--- src/rtl/sram_ctrl_pkg.sv ---
`timescale 1ns/100ps
package sram_ctrl_pkg;

  typedef enum logic [2:0] {
    ST_IDLE      = 3'd0,
    ST_WR_PULSE  = 3'd1,
    ST_WR_HOLD   = 3'd2,
    ST_RD_ACCESS = 3'd3,
    ST_RD_TURN   = 3'd4
  } ctrl_state_e;

  // ceil(ns / period); zero stays zero
  function automatic int ns_to_cyc(input int ns, input int period);
    if (ns <= 0) return 0;
    return (ns + period - 1) / period;
  endfunction

  function automatic int max_int(input int a, input int b);
    return (a > b) ? a : b;
  endfunction

endpackage

--- src/rtl/sram_phase_cnt.sv ---
`timescale 1ns/100ps
module sram_phase_cnt #(
  parameter int CNT_W = 2
) (
  input  logic             clk_i,
  input  logic             rst_ni,
  input  logic             load_i,
  input  logic [CNT_W-1:0] load_val_i,
  output logic             done_o
);

  logic [CNT_W-1:0] cnt_q;

  always_ff @(posedge clk_i or negedge rst_ni) begin
    if (!rst_ni) begin
      cnt_q <= '0;
    end else if (load_i) begin
      cnt_q <= load_val_i;
    end else if (cnt_q != '0) begin
      cnt_q <= cnt_q - 1'b1;
    end
  end

  assign done_o = (cnt_q == '0);

endmodule

--- src/rtl/sram_ctrl_fsm.sv ---
`timescale 1ns/100ps
module sram_ctrl_fsm
  import sram_ctrl_pkg::*;
#(
  parameter int WR_CYC   = 3,
  parameter int RD_CYC   = 3,
  parameter int TURN_CYC = 1,
  parameter int CNT_W    = 2
) (
  input  logic             clk_i,
  input  logic             rst_ni,
  input  logic             req_valid_i,
  input  logic             req_we_i,
  output logic             req_ready_o,
  input  logic             cnt_done_i,
  output logic             cnt_load_o,
  output logic [CNT_W-1:0] cnt_val_o,
  output logic             accept_o,
  output logic             sample_o,
  output logic             ce_n_o,
  output logic             we_n_o,
  output logic             oe_n_o,
  output logic             drv_o,
  output logic             rsp_valid_o
);

  localparam logic [CNT_W-1:0] WR_LD   = CNT_W'(WR_CYC - 1);
  localparam logic [CNT_W-1:0] RD_LD   = CNT_W'(RD_CYC - 1);
  localparam logic [CNT_W-1:0] TURN_LD = CNT_W'(TURN_CYC - 1);

  ctrl_state_e state_q, state_d;
  logic ce_n_q, ce_n_d;
  logic we_n_q, we_n_d;
  logic oe_n_q, oe_n_d;
  logic drv_q, drv_d;
  logic rsp_q, rsp_d;

  always_comb begin
    state_d    = state_q;
    ce_n_d     = ce_n_q;
    we_n_d     = we_n_q;
    oe_n_d     = oe_n_q;
    drv_d      = drv_q;
    rsp_d      = 1'b0;
    cnt_load_o = 1'b0;
    cnt_val_o  = '0;
    accept_o   = 1'b0;
    sample_o   = 1'b0;
    unique case (state_q)
      ST_IDLE: begin
        if (req_valid_i) begin
          accept_o   = 1'b1;
          cnt_load_o = 1'b1;
          ce_n_d     = 1'b0;
          if (req_we_i) begin
            state_d   = ST_WR_PULSE;
            we_n_d    = 1'b0;
            drv_d     = 1'b1;
            cnt_val_o = WR_LD;
          end else begin
            state_d   = ST_RD_ACCESS;
            oe_n_d    = 1'b0;
            cnt_val_o = RD_LD;
          end
        end
      end
      ST_WR_PULSE: begin
        if (cnt_done_i) begin
          // end write on both strobes at once; data held one more cycle
          state_d = ST_WR_HOLD;
          ce_n_d  = 1'b1;
          we_n_d  = 1'b1;
          rsp_d   = 1'b1;
        end
      end
      ST_WR_HOLD: begin
        state_d = ST_IDLE;
        drv_d   = 1'b0;
      end
      ST_RD_ACCESS: begin
        if (cnt_done_i) begin
          sample_o   = 1'b1;
          rsp_d      = 1'b1;
          ce_n_d     = 1'b1;
          oe_n_d     = 1'b1;
          state_d    = ST_RD_TURN;
          cnt_load_o = 1'b1;
          cnt_val_o  = TURN_LD;
        end
      end
      ST_RD_TURN: begin
        if (cnt_done_i) state_d = ST_IDLE;
      end
      default: begin
        state_d = ST_IDLE;
        ce_n_d  = 1'b1;
        we_n_d  = 1'b1;
        oe_n_d  = 1'b1;
        drv_d   = 1'b0;
      end
    endcase
  end

  always_ff @(posedge clk_i or negedge rst_ni) begin
    if (!rst_ni) begin
      state_q <= ST_IDLE;
      ce_n_q  <= 1'b1;
      we_n_q  <= 1'b1;
      oe_n_q  <= 1'b1;
      drv_q   <= 1'b0;
      rsp_q   <= 1'b0;
    end else begin
      state_q <= state_d;
      ce_n_q  <= ce_n_d;
      we_n_q  <= we_n_d;
      oe_n_q  <= oe_n_d;
      drv_q   <= drv_d;
      rsp_q   <= rsp_d;
    end
  end

  assign req_ready_o = (state_q == ST_IDLE);
  assign ce_n_o      = ce_n_q;
  assign we_n_o      = we_n_q;
  assign oe_n_o      = oe_n_q;
  assign drv_o       = drv_q;
  assign rsp_valid_o = rsp_q;

endmodule

--- src/rtl/sram_dq_path.sv ---
`timescale 1ns/100ps
module sram_dq_path #(
  parameter int ADDR_W = 19,
  parameter int DATA_W = 8
) (
  input  logic              clk_i,
  input  logic              rst_ni,
  input  logic              accept_i,
  input  logic [ADDR_W-1:0] addr_i,
  input  logic [DATA_W-1:0] wdata_i,
  input  logic              sample_i,
  input  logic [DATA_W-1:0] dq_i,
  output logic [ADDR_W-1:0] addr_o,
  output logic [DATA_W-1:0] dq_o,
  output logic [DATA_W-1:0] rdata_o
);

  logic [ADDR_W-1:0] addr_q;
  logic [DATA_W-1:0] wdata_q;
  logic [DATA_W-1:0] rdata_q;

  always_ff @(posedge clk_i or negedge rst_ni) begin
    if (!rst_ni) begin
      addr_q  <= '0;
      wdata_q <= '0;
    end else if (accept_i) begin
      addr_q  <= addr_i;
      wdata_q <= wdata_i;
    end
  end

  always_ff @(posedge clk_i or negedge rst_ni) begin
    if (!rst_ni) begin
      rdata_q <= '0;
    end else if (sample_i) begin
      rdata_q <= dq_i;
    end
  end

  assign addr_o  = addr_q;
  assign dq_o    = wdata_q;
  assign rdata_o = rdata_q;

endmodule

--- src/rtl/sram_async_ctrl.sv ---
`timescale 1ns/100ps
module sram_async_ctrl
  import sram_ctrl_pkg::*;
#(
  parameter int ADDR_W        = 19,
  parameter int DATA_W        = 8,
  parameter int CLK_PERIOD_NS = 20,
  parameter int T_WP_NS       = 40,
  parameter int T_AW_NS       = 45,
  parameter int T_DW_NS       = 25,
  parameter int T_WC_NS       = 55,
  parameter int T_AA_NS       = 55,
  parameter int T_OE_NS       = 30,
  parameter int T_RC_NS       = 55,
  parameter int T_HZ_NS       = 20
) (
  input  logic              clk_i,
  input  logic              rst_ni,
  input  logic              req_valid_i,
  output logic              req_ready_o,
  input  logic              req_we_i,
  input  logic [ADDR_W-1:0] req_addr_i,
  input  logic [DATA_W-1:0] req_wdata_i,
  output logic              rsp_valid_o,
  output logic [DATA_W-1:0] rsp_rdata_o,
  output logic [ADDR_W-1:0] sram_addr_o,
  output logic              sram_ce_n_o,
  output logic              sram_we_n_o,
  output logic              sram_oe_n_o,
  output logic [DATA_W-1:0] sram_dq_o,
  input  logic [DATA_W-1:0] sram_dq_i,
  output logic              sram_dq_oe_o
);

  localparam int WR_CYC = max_int(max_int(ns_to_cyc(T_WP_NS, CLK_PERIOD_NS),
                                          ns_to_cyc(T_AW_NS, CLK_PERIOD_NS)),
                                  max_int(max_int(ns_to_cyc(T_DW_NS, CLK_PERIOD_NS),
                                                  ns_to_cyc(T_WC_NS, CLK_PERIOD_NS)), 1));
  localparam int RD_CYC = max_int(max_int(ns_to_cyc(T_AA_NS, CLK_PERIOD_NS),
                                          ns_to_cyc(T_OE_NS, CLK_PERIOD_NS)),
                                  max_int(ns_to_cyc(T_RC_NS, CLK_PERIOD_NS), 1));
  localparam int TURN_CYC = max_int(ns_to_cyc(T_HZ_NS, CLK_PERIOD_NS), 1);
  localparam int CNT_MAX  = max_int(max_int(WR_CYC, RD_CYC), TURN_CYC);
  localparam int CNT_W    = max_int($clog2(CNT_MAX), 1);

  logic             cnt_load;
  logic [CNT_W-1:0] cnt_val;
  logic             cnt_done;
  logic             accept;
  logic             sample;

  sram_phase_cnt #(
    .CNT_W (CNT_W)
  ) u_cnt (
    .clk_i      (clk_i),
    .rst_ni     (rst_ni),
    .load_i     (cnt_load),
    .load_val_i (cnt_val),
    .done_o     (cnt_done)
  );

  sram_ctrl_fsm #(
    .WR_CYC   (WR_CYC),
    .RD_CYC   (RD_CYC),
    .TURN_CYC (TURN_CYC),
    .CNT_W    (CNT_W)
  ) u_fsm (
    .clk_i       (clk_i),
    .rst_ni      (rst_ni),
    .req_valid_i (req_valid_i),
    .req_we_i    (req_we_i),
    .req_ready_o (req_ready_o),
    .cnt_done_i  (cnt_done),
    .cnt_load_o  (cnt_load),
    .cnt_val_o   (cnt_val),
    .accept_o    (accept),
    .sample_o    (sample),
    .ce_n_o      (sram_ce_n_o),
    .we_n_o      (sram_we_n_o),
    .oe_n_o      (sram_oe_n_o),
    .drv_o       (sram_dq_oe_o),
    .rsp_valid_o (rsp_valid_o)
  );

  sram_dq_path #(
    .ADDR_W (ADDR_W),
    .DATA_W (DATA_W)
  ) u_dq (
    .clk_i    (clk_i),
    .rst_ni   (rst_ni),
    .accept_i (accept),
    .addr_i   (req_addr_i),
    .wdata_i  (req_wdata_i),
    .sample_i (sample),
    .dq_i     (sram_dq_i),
    .addr_o   (sram_addr_o),
    .dq_o     (sram_dq_o),
    .rdata_o  (rsp_rdata_o)
  );

endmodule

--- config.mk ---
export PLATFORM = sky130hd
export DESIGN_NAME = sram_async_ctrl
export DESIGN_NICKNAME = d
export VERILOG_FILES = /design/src/rtl/sram_ctrl_pkg.sv /design/src/rtl/sram_phase_cnt.sv /design/src/rtl/sram_ctrl_fsm.sv /design/src/rtl/sram_dq_path.sv /design/src/rtl/sram_async_ctrl.sv
export SDC_FILE = /design/constraint.sdc
export NUM_CORES = 1
export LEC_CHECK = 0
export BUFFER_PORTS_ARGS = -buffer_cell sky130_fd_sc_hd__buf_2
export CAP_MARGIN = 15
export CORE_AREA = 5 5 69 71
export DETAILED_ROUTE_END_ITERATION = 8
export DIE_AREA = 0 0 74 76
export GPL_TIMING_DRIVEN = 1
export PLACE_DENSITY = 0.8
export REMOVE_ABC_BUFFERS = 1
export SLEW_MARGIN = 20
export SYNTH_ARGS = -nofsm -noshare
export SYNTH_HDL_FRONTEND = slang
export SYNTH_HIERARCHICAL = 1
export SYNTH_SLANG_ARGS = --single-unit
--- constraint.sdc ---
create_clock -name clk_i -period 3.35 [get_ports clk_i]
set_clock_uncertainty 0.05 [all_clocks]
set_input_delay 0.5025 -clock clk_i [delete_from_list [all_inputs] [get_ports clk_i]]
set_output_delay 0.5025 -clock clk_i [all_outputs]
set_load 0.03 [all_outputs]
==> impl_metrics.env, run 1 <==
export IMPL_peakVddDrop_v=0.000578
export IMPL_required_ns=3.48
export IMPL_grt_max_degree=46
export IMPL_initial_core_util=0.468
export IMPL_max_slew_margin_rel=0.634
export IMPL_cts_sinks=45
export IMPL_cts_tree="done"
export IMPL_multiInputGateArea_um2=721
export IMPL_cp_slowest_stage_delay_ns=0.60
export IMPL_finalSetupViolations=0
export IMPL_cp_start_kind="register"
export IMPL_tightest_slew_ns=0.548
export IMPL_cts_hold_buf=0
export IMPL_cp_top_family="simple AND/OR/NAND/NOR gates"
export IMPL_htree_levels=2
export IMPL_max_freq_mhz=470
export IMPL_ys_ff_latch=45
export IMPL_cts_resized=0
export IMPL_crit_slowest_cell="or4b_4"
export IMPL_place_congestion=0.730
export IMPL_dr_first_iter_drc_count=33
export IMPL_vias=1316
export IMPL_grt_overflow_total=0
export IMPL_synth_top_cell_by_area="dfrtp_1"
export IMPL_wire_per_inst_um=14.7
export IMPL_synth_top_area_frac=0.538
export IMPL_clk_latency_ns=0.29
export IMPL_worstPathMaxFanout=28
export IMPL_cts_buffers_inserted=5
export IMPL_fin_area_um2=2420
export IMPL_dieArea_um2=5620
export IMPL_fp_coreArea_um2=4170
export IMPL_finalHoldViolCount=0
export IMPL_syn_area_um2=1950
export IMPL_reg2regPathDepth=4
export IMPL_placedCellCount=257
export IMPL_grt_pass1_wl_um=6310
export IMPL_firstDrtPassIters=6
export IMPL_post_route_period_util=0.635
export IMPL_post_dp_cell_area_um2=2340
export IMPL_antenna_cells=0
export IMPL_viasPerCell=4.97
export IMPL_setup_total_negative_slack_ns=0
export IMPL_rsz0062_at_grt="no"
export IMPL_root_buffer="clkbuf_8"
export IMPL_synth_top_cells_by_count="42 x dfrtp_1, 20 x mux2_4, 16 x mux2_2"
export IMPL_route_detailed_drc=0
export IMPL_fp_row_count=24
export IMPL_maxSlewViolCount=0
export IMPL_clock_path_buffers=2
export IMPL_cap_violations=0
export IMPL_drive_above_1_share=0.596
export IMPL_ys_types=32
export IMPL_worstPathCellList="or4b_4, inv_1, buf_4, mux2_2"
export IMPL_leakage_nw=1.23
export IMPL_crit_arrival_ns=2.25
export IMPL_period_minus_slack_ns=2.13
export IMPL_drt_total_wl_um=3880
export IMPL_synth_top_cells_by_area="dfrtp_1 54%, mux2_4 15%, mux2_2 9.2%, dfstp_2 4.0%, buf_12 2.0%"
export IMPL_r2r_end="u_dq/dq_o[1]"
export IMPL_p_per_area_nw_per_um2=1150
export IMPL_r2r_start="u_fsm/state_q[2]"
export IMPL_design_power_total_w=0.00279
export IMPL_seq_area_um2=1130
export IMPL_post_cts_buffers=0
export IMPL_crit_path_end_kind="register"
export IMPL_worst_slack_ns=1.22
export IMPL_reg2reg_slack_ns=1.22
export IMPL_dp_hpwl_um=2790
export IMPL_status="finished clean"
export IMPL_area_growth_pct=24.0
export IMPL_syn_instance_count=134
export IMPL_path_buf_inv=2
export IMPL_path_clk_slew_ns=0.08
export IMPL_nets=252
export IMPL_die_h_um=76
export IMPL_first_global_vias=1318
export IMPL_instances_no_fill=265
export IMPL_ys_seq_area_frac=0.578
export IMPL_final_antenna_net_count=0
export IMPL_grt_usage=0.147
export IMPL_yosysMostFrequentCell="dfrtp_1"
export IMPL_port_buffers=79
export IMPL_synth_edf_count=0
export IMPL_io_pins=80
export IMPL_n_fill_cell=353
export IMPL_yosysWarnings=6
export IMPL_die_width_um=74
export IMPL_hold_class="in2async"
export IMPL_async_flop_share=1.00
export IMPL_critical_path_class="reg2reg"
export IMPL_post_place_ws_ns=1.20
export IMPL_synthFlopType="dfrtp_1"
export IMPL_syn_area_per_cell_um2=14.6
export IMPL_antenna_found_initial=0
## report_power, final
| part | switching [W] | total [W] | internal (W) |
|---|---|---|---|
| clock network | 0.000172 | 0.000320 | 0.000148 |
| logic | 0.000856 | 0.00145 | 0.000594 |
| registers | 0.000185 | 0.00101 | 0.000830 |
| total | 0.00121 | 0.00279 | 0.00157 |
## metal layers
| layer | wire length (µm) | GRT usage | share of wire |
|---|---|---|---|
| met2 | 1920 | 0.230 | 0.49 |
| met1 | 1490 | 0.170 | 0.38 |
| met4 | 27 | 0.0489 | 0.0070 |
| met5 | 0 | 0 | 0 |
| met3 | 443 | 0.0805 | 0.11 |
## logic make-up after synthesis
| kind of cell | after synthesis | share of synthesized area |
|---|---|---|
| buf+inv | 14 | 0.0531 |
| mux | 36 | 0.246 |
| other cells | 1 | 0.00192 |
| fa+ha+maj | 1 | 0.00640 |
| simple gates | 24 | 0.0698 |
| flops | 45 | 0.578 |
| xor+xnor | 2 | 0.00896 |
| compound gates | 11 | 0.0358 |
## layout by cell type (no fill, tap or decap), types with 2 or more instances in the layout
cell type	n
clkbuf_8	5
nand3_1	2
nand2_1	5
xor2_1	2
a21oi_1	3
mux2_2	16
mux2_4	20
buf_4	2
dfrtp_1	42
o21ai_0	3
inv_1	5
nor2_1	4
dfstp_2	3
clkbuf_1	2
buf_2	78
nor3_1	5
## stage by stage
| step | util | hold slack [ns] |
|---|---|---|
| final | 0.581 | 0.137 |
| after global placement | 0.560 | 0.433 |
| after floorplan | - | 0.157 |
| after global routing | 0.581 | 0.178 |
| after CTS | 0.580 | 0.335 |
| after detailed placement | 0.560 | 0.437 |
## flip-flops by register name, summed over array words and instances (netlist names), 2 cells and up
signal         cells
u_dq/addr_o       19
u_dq/dq_o          8
u_dq/rdata_o       8
u_fsm/state_q      3
u_cnt/cnt_q        2
## worst register-to-register path, cell delays in order (launching register included)
cell and delay, ns:
dfrtp_1 0.50, or4b_4 0.60, inv_1 0.07, buf_4 0.38
mux2_2 0.42
## worst max-delay path by stage
| stage | slack, ns | to | start | cells after the start |
|---|---|---|---|---|
| finish | 1.22 | u_dq/dq_o[1] | u_fsm/state_q[2] | 4 |
| global route | 1.14 | u_dq/addr_o[18] | u_fsm/state_q[1] | 4 |
| CTS | 1.21 | u_dq/dq_o[1] | u_fsm/state_q[2] | 4 |
| detailed placement | 1.20 | u_dq/dq_o[1] | req_valid_i | 5 |
| global placement | 1.24 | u_dq/addr_o[18] | req_valid_i | 5 |
| floorplan | 0.95 | u_dq/addr_o[16] | u_fsm/state_q[2] | 3 |
## cell type report
type / count / area share
Sequential cell: 45 / 0.466
Multi-Input combinational cell: 75 / 0.297
Timing Repair Buffer: 80 / 0.167
Clock buffer: 7 / 0.0315
Tap cell: 52 / 0.0268
Inverter: 5 / 0.00774
Clock inverter: 1 / 0.00310
Note: power is estimated with default switching activity, not from simulation.
==> inputs of run 2 (changes only) <==
--- a/config.mk
+++ b/config.mk
@@ -7,11 +7,11 @@
 export LEC_CHECK = 0
 export BUFFER_PORTS_ARGS = -buffer_cell sky130_fd_sc_hd__buf_2
 export CAP_MARGIN = 15
-export CORE_AREA = 5 5 69 71
+export CORE_AREA = 5 5 71 73
 export DETAILED_ROUTE_END_ITERATION = 8
-export DIE_AREA = 0 0 74 76
+export DIE_AREA = 0 0 76 78
 export GPL_TIMING_DRIVEN = 1
-export PLACE_DENSITY = 0.8
+export PLACE_DENSITY = 0.76
 export REMOVE_ABC_BUFFERS = 1
 export SLEW_MARGIN = 20
 export SYNTH_ARGS = -nofsm -noshare
==> constraint.sdc (replaced) <==
create_clock -name clk_i -period 2.15 [get_ports clk_i]
set_clock_uncertainty 0.05 [all_clocks]
set_input_delay 0.3225 -clock clk_i [delete_from_list [all_inputs] [get_ports clk_i]]
set_output_delay 0.3225 -clock clk_i [all_outputs]
set_load 0.03 [all_outputs]
==> impl_metrics.env, run 2 (synthesis gave the netlist of run 1 again) <==
export IMPL_firstDrtPassIters=4
export IMPL_peakVddDrop_v=0.000648
export IMPL_io_pins=80
export IMPL_finalSetupViolations=0
export IMPL_dp_hpwl_um=3050
export IMPL_grt_overflow_total=0
export IMPL_root_buffer="clkbuf_8"
export IMPL_worst_slack_ns=0.356
export IMPL_post_dp_cell_area_um2=2390
export IMPL_n_fill_cell=347
export IMPL_post_cts_buffers=0
export IMPL_sw_frac_of_total=0.421
export IMPL_fin_area_um2=2500
export IMPL_area_growth_pct=28.2
export IMPL_worstPathMaxFanout=28
export IMPL_grt_pass1_wl_um=6820
export IMPL_hold_class="in2reg"
export IMPL_status="finished clean"
export IMPL_cts_tree="done"
export IMPL_nets=258
export IMPL_p_per_area_nw_per_um2=1810
export IMPL_antenna_cells=0
export IMPL_largest_reg_flops=19
export IMPL_utilization=0.583
export IMPL_cts_buffers_inserted=5
export IMPL_cts_sinks=45
export IMPL_viasPerCell=4.79
export IMPL_worstPathCellList="or4b_4, inv_1, buf_12, mux2_2"
export IMPL_rsz0062_at_grt="no"
export IMPL_crit_slowest_cell="or4b_4"
export IMPL_dieArea_um2=5930
export IMPL_wire_per_inst_um=14.8
export IMPL_die_h_um=78
export IMPL_htree_levels=2
export IMPL_grt_usage=0.141
export IMPL_fp_row_count=24
export IMPL_cap_violations=0
export IMPL_route_detailed_drc=0
export IMPL_place_congestion=0.724
export IMPL_critical_path_class="reg2reg"
export IMPL_period_minus_slack_ns=1.79
export IMPL_path_buf_inv=2
export IMPL_p_clk_frac=0.135
export IMPL_port_buffers=79
export IMPL_cp_slowest_stage_delay_ns=0.55
export IMPL_drt_total_wl_um=4000
export IMPL_crit_path_end_kind="register"
export IMPL_first_global_vias=1357
export IMPL_initial_core_util=0.455
export IMPL_final_antenna_net_count=0
export IMPL_switchingPower_w=0.00191
export IMPL_setup_total_negative_slack_ns=0
export IMPL_maxSlewViolCount=0
export IMPL_crit_arrival_ns=1.91
export IMPL_antenna_found_initial=0
export IMPL_p_comb_frac=0.533
export IMPL_drive_above_1_share=0.607
export IMPL_path_clk_slew_ns=0.08
export IMPL_required_ns=2.27
export IMPL_cp_start_kind="register"
export IMPL_power_internal_w=0.00262
export IMPL_post_route_period_util=0.834
export IMPL_leakage_nw=1.28
export IMPL_finalHoldViolCount=0
export IMPL_layout_commonest_cell="buf_2"
export IMPL_clk_latency_ns=0.29
export IMPL_dr_first_iter_drc_count=31
export IMPL_design_power_total_w=0.00453
export IMPL_layout_common_cells="79 x buf_2, 42 x dfrtp_1, 20 x mux2_4"
export IMPL_clock_path_buffers=2
export IMPL_grt_max_degree=32
export IMPL_max_freq_mhz=557
export IMPL_post_place_ws_ns=0.353
export IMPL_die_width_um=76
export IMPL_sequentialPowerShare=0.333
export IMPL_vias=1298
export IMPL_cp_top_family="simple AND/OR/NAND/NOR gates"
export IMPL_fp_coreArea_um2=4290
[run 2: cell count changes in the layout (fill, tap and decap cells not counted), sizes merged]
| cell | change |
|---|---|
| buf | +5 |
| clkinvlp | -1 |
| dlygate4sd3 | +1 |
| clkbuf | -1 |
| clkinv | +1 |
| bufinv | +1 |
[run 2: stage by stage]
step,hold WS [ns],std cells
after floorplan,-0.0231,125
after global placement,0.196,262
after detailed placement,0.192,262
after CTS,0.200,271
after global routing,0.194,271
final,0.210,271
[run 2: metal layers]
metal	vias to the layer above	wire, µm	track usage
met2	61	1750	0.206
met4	0	36	0.0534
li1	631	-	-
met5	-	0	0
met1	604	1870	0.192
met3	2	350	0.0486
[run 2: timing repair]
item	CTS	global route
hold endpoints to repair	11	0
gates resized for setup	0	0
hold buffers	1	0
[run 2: final cells by class]
class	instances	area, µm²	area share
inverter	5	18.8	0.00749
clock buffer	6	72.6	0.0290
multi-input combinational	75	721	0.288
clock inverter	2	35.0	0.0140
sequential	45	1130	0.451
timing repair buffer	86	463	0.185
tap	52	65.1	0.0260
[run 2: power by group through the flow]
| stage | Clock (W) | Sequential, W | Combinational, W |
|---|---|---|---|
| 2_1_floorplan | 0 | 0.00232 | 0.000914 |
| 3_3_place_gp | 0 | 0.00150 | 0.00238 |
| 3_5_place_dp | 0 | 0.00153 | 0.00243 |
| 4_1_cts | 0.000632 | 0.00151 | 0.00244 |
| 5_1_grt | 0.000664 | 0.00157 | 0.00257 |
| 6_report | 0.000610 | 0.00151 | 0.00241 |
[run 2: path summary, 6_finish.rpt]
kind,start,end,slack (ns),cells past startpoint
max in group asynchronous,rst_ni,u_dq/dq_o[5],0.93,3
min,sram_dq_i[5],u_dq/rdata_o[5],0.21,2
max,u_fsm/state_q[2],u_dq/dq_o[2],0.36,4
min in group asynchronous,rst_ni,u_cnt/cnt_q[1],0.44,2
min reg2reg,u_fsm/oe_n_o,u_fsm/oe_n_o,0.45,2
max reg2reg,u_fsm/state_q[2],u_dq/dq_o[2],0.36,4
